<file path="config.mk">
export PLATFORM = sky130hd
export DESIGN_NAME = hdmi_div_search
export DESIGN_NICKNAME = d
export VERILOG_FILES = /design/src/rtl/hdmi_div_search.sv
export SDC_FILE = /design/constraint.sdc
export NUM_CORES = 2
export LEC_CHECK = 0
export ABC_AREA = 0
export BUFFER_PORTS_ARGS = -buffer_cell sky130_fd_sc_hd__buf_4
export CELL_PAD_IN_SITES_DETAIL_PLACEMENT = 1
export CELL_PAD_IN_SITES_GLOBAL_PLACEMENT = 1
export CORE_MARGIN = 3
export CORE_UTILIZATION = 50
export CTS_BUF_LIST = sky130_fd_sc_hd__clkbuf_4 sky130_fd_sc_hd__clkbuf_8
export CTS_CLUSTER_DIAMETER = 150
export DETAILED_ROUTE_END_ITERATION = 12
export GPL_TIMING_DRIVEN = 0
export PLACE_DENSITY_LB_ADDON = 0.1
export SLEW_MARGIN = 20
export SYNTH_ARGS = -nofsm -noshare
export SYNTH_HDL_FRONTEND = slang
export SYNTH_SLANG_ARGS = --single-unit
</file>
<file path="constraint.sdc">
create_clock -name clk -period 20.7 [get_ports clk]
set_input_delay 1.035 -clock clk [delete_from_list [all_inputs] [get_ports clk]]
set_output_delay 1.035 -clock clk [all_outputs]
set_load 0.01 [all_outputs]
</file>
<file path="src/rtl/hdmi_div_search.sv">
module hdmi_div_search #(
  parameter int PIX_W = 32,
  parameter int BPC_W = 4,
  parameter int Q_W = 8,
  parameter longint unsigned MIN_PIX_HZ = 64'd25_000_000,
  parameter longint unsigned MAX_PIX_HZ = 64'd600_000_000,
  parameter longint unsigned DCO_LO_HZ = 64'd7_998_000_000,
  parameter longint unsigned DCO_HI_HZ = 64'd10_000_000_000
) (
  input  logic             clk,
  input  logic             rst_n,
  input  logic             start,
  input  logic [PIX_W-1:0] pix_hz,
  input  logic [BPC_W-1:0] bpc,
  output logic             busy,
  output logic             done,
  output logic             found,
  output logic [3:0]       p_sel,
  output logic [2:0]       k_sel,
  output logic [Q_W-1:0]   q_div,
  output logic             q_mode,
  output logic [63:0]      dco_hz
);
  localparam int NCAND = 46;
  localparam int IDX_W = $clog2(NCAND);
  localparam int DIV_W = 7;
  localparam logic [63:0] DCO_MID = (DCO_LO_HZ + DCO_HI_HZ) / 2;
  localparam logic [IDX_W-1:0] LAST_IDX = IDX_W'(NCAND - 1);

  function automatic logic [DIV_W-1:0] cand_at(input logic [IDX_W-1:0] i);
    case (i)
      6'd0:  cand_at = 7'd2;   6'd1:  cand_at = 7'd4;   6'd2:  cand_at = 7'd6;
      6'd3:  cand_at = 7'd8;   6'd4:  cand_at = 7'd10;  6'd5:  cand_at = 7'd12;
      6'd6:  cand_at = 7'd14;  6'd7:  cand_at = 7'd16;  6'd8:  cand_at = 7'd18;
      6'd9:  cand_at = 7'd20;  6'd10: cand_at = 7'd24;  6'd11: cand_at = 7'd28;
      6'd12: cand_at = 7'd30;  6'd13: cand_at = 7'd32;  6'd14: cand_at = 7'd36;
      6'd15: cand_at = 7'd40;  6'd16: cand_at = 7'd42;  6'd17: cand_at = 7'd44;
      6'd18: cand_at = 7'd48;  6'd19: cand_at = 7'd50;  6'd20: cand_at = 7'd52;
      6'd21: cand_at = 7'd54;  6'd22: cand_at = 7'd56;  6'd23: cand_at = 7'd60;
      6'd24: cand_at = 7'd64;  6'd25: cand_at = 7'd66;  6'd26: cand_at = 7'd68;
      6'd27: cand_at = 7'd70;  6'd28: cand_at = 7'd72;  6'd29: cand_at = 7'd76;
      6'd30: cand_at = 7'd78;  6'd31: cand_at = 7'd80;  6'd32: cand_at = 7'd84;
      6'd33: cand_at = 7'd88;  6'd34: cand_at = 7'd90;  6'd35: cand_at = 7'd92;
      6'd36: cand_at = 7'd96;  6'd37: cand_at = 7'd98;  6'd38: cand_at = 7'd100;
      6'd39: cand_at = 7'd102; 6'd40: cand_at = 7'd3;   6'd41: cand_at = 7'd5;
      6'd42: cand_at = 7'd7;   6'd43: cand_at = 7'd9;   6'd44: cand_at = 7'd15;
      6'd45: cand_at = 7'd21;
      default: cand_at = 7'd2;
    endcase
  endfunction

  logic             scanning, finishing, have;
  logic [IDX_W-1:0] idx;
  logic [63:0]      afe, best_dco, best_dist;
  logic [DIV_W-1:0] best_div;

  // Start-time frequency derivation; a rejected pixel clock yields a zero AFE
  logic        pix_ok;
  logic [63:0] pll_hz, afe_in;
  assign pix_ok = (64'(pix_hz) >= MIN_PIX_HZ) && (64'(pix_hz) <= MAX_PIX_HZ);
  assign pll_hz = (64'(bpc) * 64'd3 * 64'(pix_hz)) / 64'd24;
  assign afe_in = pix_ok ? pll_hz * 64'd5 : 64'd0;

  // Per-candidate scoring
  logic [DIV_W-1:0] cur_div;
  logic [63:0]      cur_dco, cur_dist;
  logic             in_band, better;
  assign cur_div  = cand_at(idx);
  assign cur_dco  = afe * 64'(cur_div);
  assign cur_dist = (cur_dco >= DCO_MID) ? cur_dco - DCO_MID : DCO_MID - cur_dco;
  assign in_band  = (cur_dco >= DCO_LO_HZ) && (cur_dco <= DCO_HI_HZ);
  assign better   = in_band && (!have || cur_dist < best_dist);

  // Factorisation of the winning divider
  logic [2:0]     p_num;
  logic [1:0]     k_num;
  logic [Q_W-1:0] q_num;
  always_comb begin
    p_num = 3'd2;
    k_num = 2'd1;
    q_num = Q_W'(1);
    if (!best_div[0]) begin
      if (best_div == 7'd2) begin
        p_num = 3'd2; k_num = 2'd1; q_num = Q_W'(1);
      end else if (best_div % 7'd4 == 7'd0) begin
        p_num = 3'd2; k_num = 2'd2; q_num = Q_W'(best_div / 7'd4);
      end else if (best_div % 7'd6 == 7'd0) begin
        p_num = 3'd3; k_num = 2'd2; q_num = Q_W'(best_div / 7'd6);
      end else if (best_div % 7'd5 == 7'd0) begin
        p_num = 3'd5; k_num = 2'd2; q_num = Q_W'(best_div / 7'd10);
      end else begin
        p_num = 3'd7; k_num = 2'd2; q_num = Q_W'(best_div / 7'd14);
      end
    end else if (best_div == 7'd3 || best_div == 7'd5 || best_div == 7'd7) begin
      p_num = best_div[2:0]; k_num = 2'd1; q_num = Q_W'(1);
    end else begin
      p_num = 3'(best_div / 7'd3); k_num = 2'd3; q_num = Q_W'(1);
    end
  end

  logic [3:0] p_code;
  logic [2:0] k_code;
  always_comb begin
    case (p_num)
      3'd3:    p_code = 4'b0010;
      3'd5:    p_code = 4'b0100;
      3'd7:    p_code = 4'b1000;
      default: p_code = 4'b0001;
    endcase
    case (k_num)
      2'd2:    k_code = 3'b010;
      2'd3:    k_code = 3'b100;
      default: k_code = 3'b001;
    endcase
  end

  always_ff @(posedge clk or negedge rst_n) begin
    if (!rst_n) begin
      scanning  <= 1'b0;
      finishing <= 1'b0;
      have      <= 1'b0;
      idx       <= '0;
      afe       <= '0;
      best_dco  <= '0;
      best_dist <= '0;
      best_div  <= '0;
      done      <= 1'b0;
      found     <= 1'b0;
      p_sel     <= '0;
      k_sel     <= '0;
      q_div     <= '0;
      q_mode    <= 1'b0;
      dco_hz    <= '0;
    end else begin
      done <= 1'b0;
      if (finishing) begin
        finishing <= 1'b0;
        done      <= 1'b1;
        found     <= have;
        if (have) begin
          p_sel  <= p_code;
          k_sel  <= k_code;
          q_div  <= q_num;
          q_mode <= (q_num > Q_W'(1));
          dco_hz <= best_dco;
        end else begin
          p_sel  <= 4'b0001;
          k_sel  <= 3'b001;
          q_div  <= '0;
          q_mode <= 1'b0;
          dco_hz <= '0;
        end
      end else if (scanning) begin
        if (better) begin
          have      <= 1'b1;
          best_div  <= cur_div;
          best_dco  <= cur_dco;
          best_dist <= cur_dist;
        end
        if (idx == LAST_IDX) begin
          scanning  <= 1'b0;
          finishing <= 1'b1;
        end else begin
          idx <= idx + 1'b1;
        end
      end else if (start) begin
        scanning <= 1'b1;
        idx      <= '0;
        have     <= 1'b0;
        afe      <= afe_in;
      end
    end
  end

  assign busy = scanning | finishing;
endmodule


</file>
==> metrics <==
Max Clock Freq 50.7 MHz; PortBufs 95; most frequent cells in the layout nand2_1, inv_1, fa_1; Final min period 19.71 ns; # nets final 4,962; row count 94; crit-path max FO 10; total wire length 103,000 µm; post-route cell area 0.0371 mm²; worst r2r src idx[1]; CTS Hold Bufs 0; Setup crit start kind input pin; TritonRoute pass-1 iters 5; slowest stage delay, CP 0.58 ns; clk_lat worst skew 0.58 ns; WP data required about 21 ns; Cell Area, Synth 0.0335 mm²; MaxCap Viol Count 0; Critical Path AT between 20 and 25 ns; critical path class input pin to register; routed length per instance 19.7 µm; EDFF count, synth 0; #FFs+latches synth 224; dpl hpwl 83,500 µm; cell taking the most area after synthesis fa_1; final setup margin between 0.9 and 1 ns; Buf+Inv Stages, Crit Path 10; actual slew at the worst max-slew pin around 1.0 ns; part of the Yosys area used for sequential elements between 15 and 20%; pre-CTS WS -1.84 ns; Top delay family on crit path compound AO/OA/AOI/OAI gates; total gr overflow 0; area share of the largest cell type after synthesis 17.7%; Reg2Reg Setup Slack 1.48 ns; Clock Sinks between 200 and 250; io pins 122; CP dominant cell by count o21ai_1; first-pass GRT wire length 168,000 µm; yosys warns 0; Post-Layout Cell Count 5,245; Routability Congestion 0.920; FF-to-FF End best_dist[24]; Residual DRC 0; Root Buffer clkbuf_8; Clock Tree Buf Depth 3; Clock transition at path regs 0.06 ns; fin. max-slew vios 0; Cell Area, Placed 0.0355 mm²; Initial Util 50.7%; final worst-path cycle share between 90 and 100%; clock skew between 0.02 and 0.03 ns; CP endpoint kind register; initial antenna violation count 1; status completed; Post-synth top flop dfrtp_1; die footprint 0.0702 mm²; CTS Buf Count 38; Via-to-Cell Ratio about 5.8; Hold Vio Cnt, Final 0; die height between 200 and 300 µm; Synth area leaders fa_1, dfrtp_1, ha_1, nand2_1, inv_1; Syn Area/Cell 8.04 µm²; RSZ-0062 raised after global routing true; Placed Cells 5,158; H-tree depth 2; post-route antenna net violation count 0; GRT Resource Usage Total 28.8%; pin count of the biggest net entering global routing 99; Post-Syn Instances around 4,200; die width around 260 µm; CP max-delay cell or4_1; share of layout cells above drive strength 1 10.6%; commonest non-fill, non-tap cell in the layout nand2_1; R2R depth 80; Synth async-reset ratio 100%; Synth cell types 120; Iteration-0 DRC Markers 1,660; final setup fails 0; CTS tree done; CORE AREA between 0.06 and 0.07 mm²; via count 30,600; Max-slew headroom 32.0%; vias in the first global route approximately 33,000; Syn-to-layout area delta 10.6%; worst hold path type input pin to asynchronous set/reset pin
## worst register-to-register path, delay by kind of cell (launching register included)
family | cells | cell delay [ns]
AO/OA/AOI/OAI | 51 | 9.87
adder cells (fa/ha/maj) | 7 | 2.80
AND/OR/NAND/NOR | 9 | 2.78
buffers and inverters | 10 | 2.25
flip-flops | 1 | 0.52
XOR/XNOR | 2 | 0.43
multiplexers | 1 | 0.39
## Yosys cell counts (8+ instances only)
library cell,count
o2111ai_1,12
o21ai_0,289
and2_1,152
nand4_1,28
or3_1,16
o211ai_1,30
mux2i_1,20
o21ai_1,17
nor2b_1,42
nand3_1,120
a31oi_1,47
a22oi_1,8
buf_2,22
a21boi_0,26
and3_1,32
xnor2_1,123
o21a_1,36
or2_2,15
o21bai_1,8
o22ai_1,15
a211oi_1,25
nor4b_1,8
xor2_1,58
o221ai_1,10
a21oi_1,211
mux2_2,57
ha_1,271
buf_1,43
nor4_1,23
o211a_1,9
clkbuf_1,150
a21o_1,56
nor2_1,237
fa_1,297
buf_4,23
nor3_1,71
nand2b_1,60
dfrtp_1,224
a311oi_1,9
inv_1,470
nand2_1,578
o31ai_1,24
## cells by family (layout without fill, tap and decap cells)
| kind of cell | Yosys count | count (layout) | share of synthesized area (%) |
|---|---|---|---|
| buffers and inverters | 713 | 896 | 8.39 |
| AOI/OAI and AO/OA | 972 | 972 | 19.2 |
| DFF | 224 | 224 | 16.7 |
| xor gates and xnor gates | 185 | 185 | 4.98 |
| and+or+nand+nor | 1423 | 1423 | 20.1 |
| other | 1 | 32 | 0.0112 |
| muxes | 80 | 80 | 2.64 |
| adders and majority gates | 569 | 569 | 27.9 |
## state kept, by name, summed over array words and instances (netlist names), 3 cells and up
register and flops:
p_sel 4, afe 37, k_sel 3, best_dist 63
q_div 6, best_dco 46, best_div 7, idx 6
dco_hz 46
## area by class of cell
type	count	area, µm²
antenna	2	5.00
buffer	240	1080
clock buffer	56	746
clock inverter	8	51.3
fill	8140	29000
inverter	472	1770
multi-input combinational	3259	25800
sequential	224	5610
tap	864	1080
timing repair buffer	120	961
## worst max path at each step
stage	from	end	slack (ns)	depth (start not counted)
floorplan	bpc[0]	afe[35]	2.60	85
global placement	bpc[2]	afe[35]	-1.41	84
detailed placement	bpc[2]	afe[35]	-1.84	86
CTS	bpc[0]	afe[35]	0.005	86
global route	bpc[1]	afe[35]	-0.18	88
finish	bpc[0]	afe[35]	0.99	87
## repair_timing
item,CTS,global route
buffers inserted,3,19
pin swaps,2,15
endpoints found under the hold margin,0,0
endpoints found under the setup margin,51,126
resized for setup,49,115
## metal layers
metal	part of all wire [%]	global-route usage, %	routed length, µm
met1	41	34.9	42600
met2	51	52.8	52300
met3	3.1	1.84	3180
met4	4.9	12.8	5070
met5	0	0	0
## per-stage QoR
step	hold slack [ns]	setup TNS (ns)	utilization (%)
after CTS	0.383	0	55.4
after global routing	0.426	-0.270	56.1
after floorplan	0.450	0	-
after detailed placement	0.467	-15.05	53.7
final	0.411	0	56.1
after global placement	0.459	-39.77	53.6
Power is not shown: default switching activity piles up to over one toggle a cycle in this logic, so the estimate is an artifact.
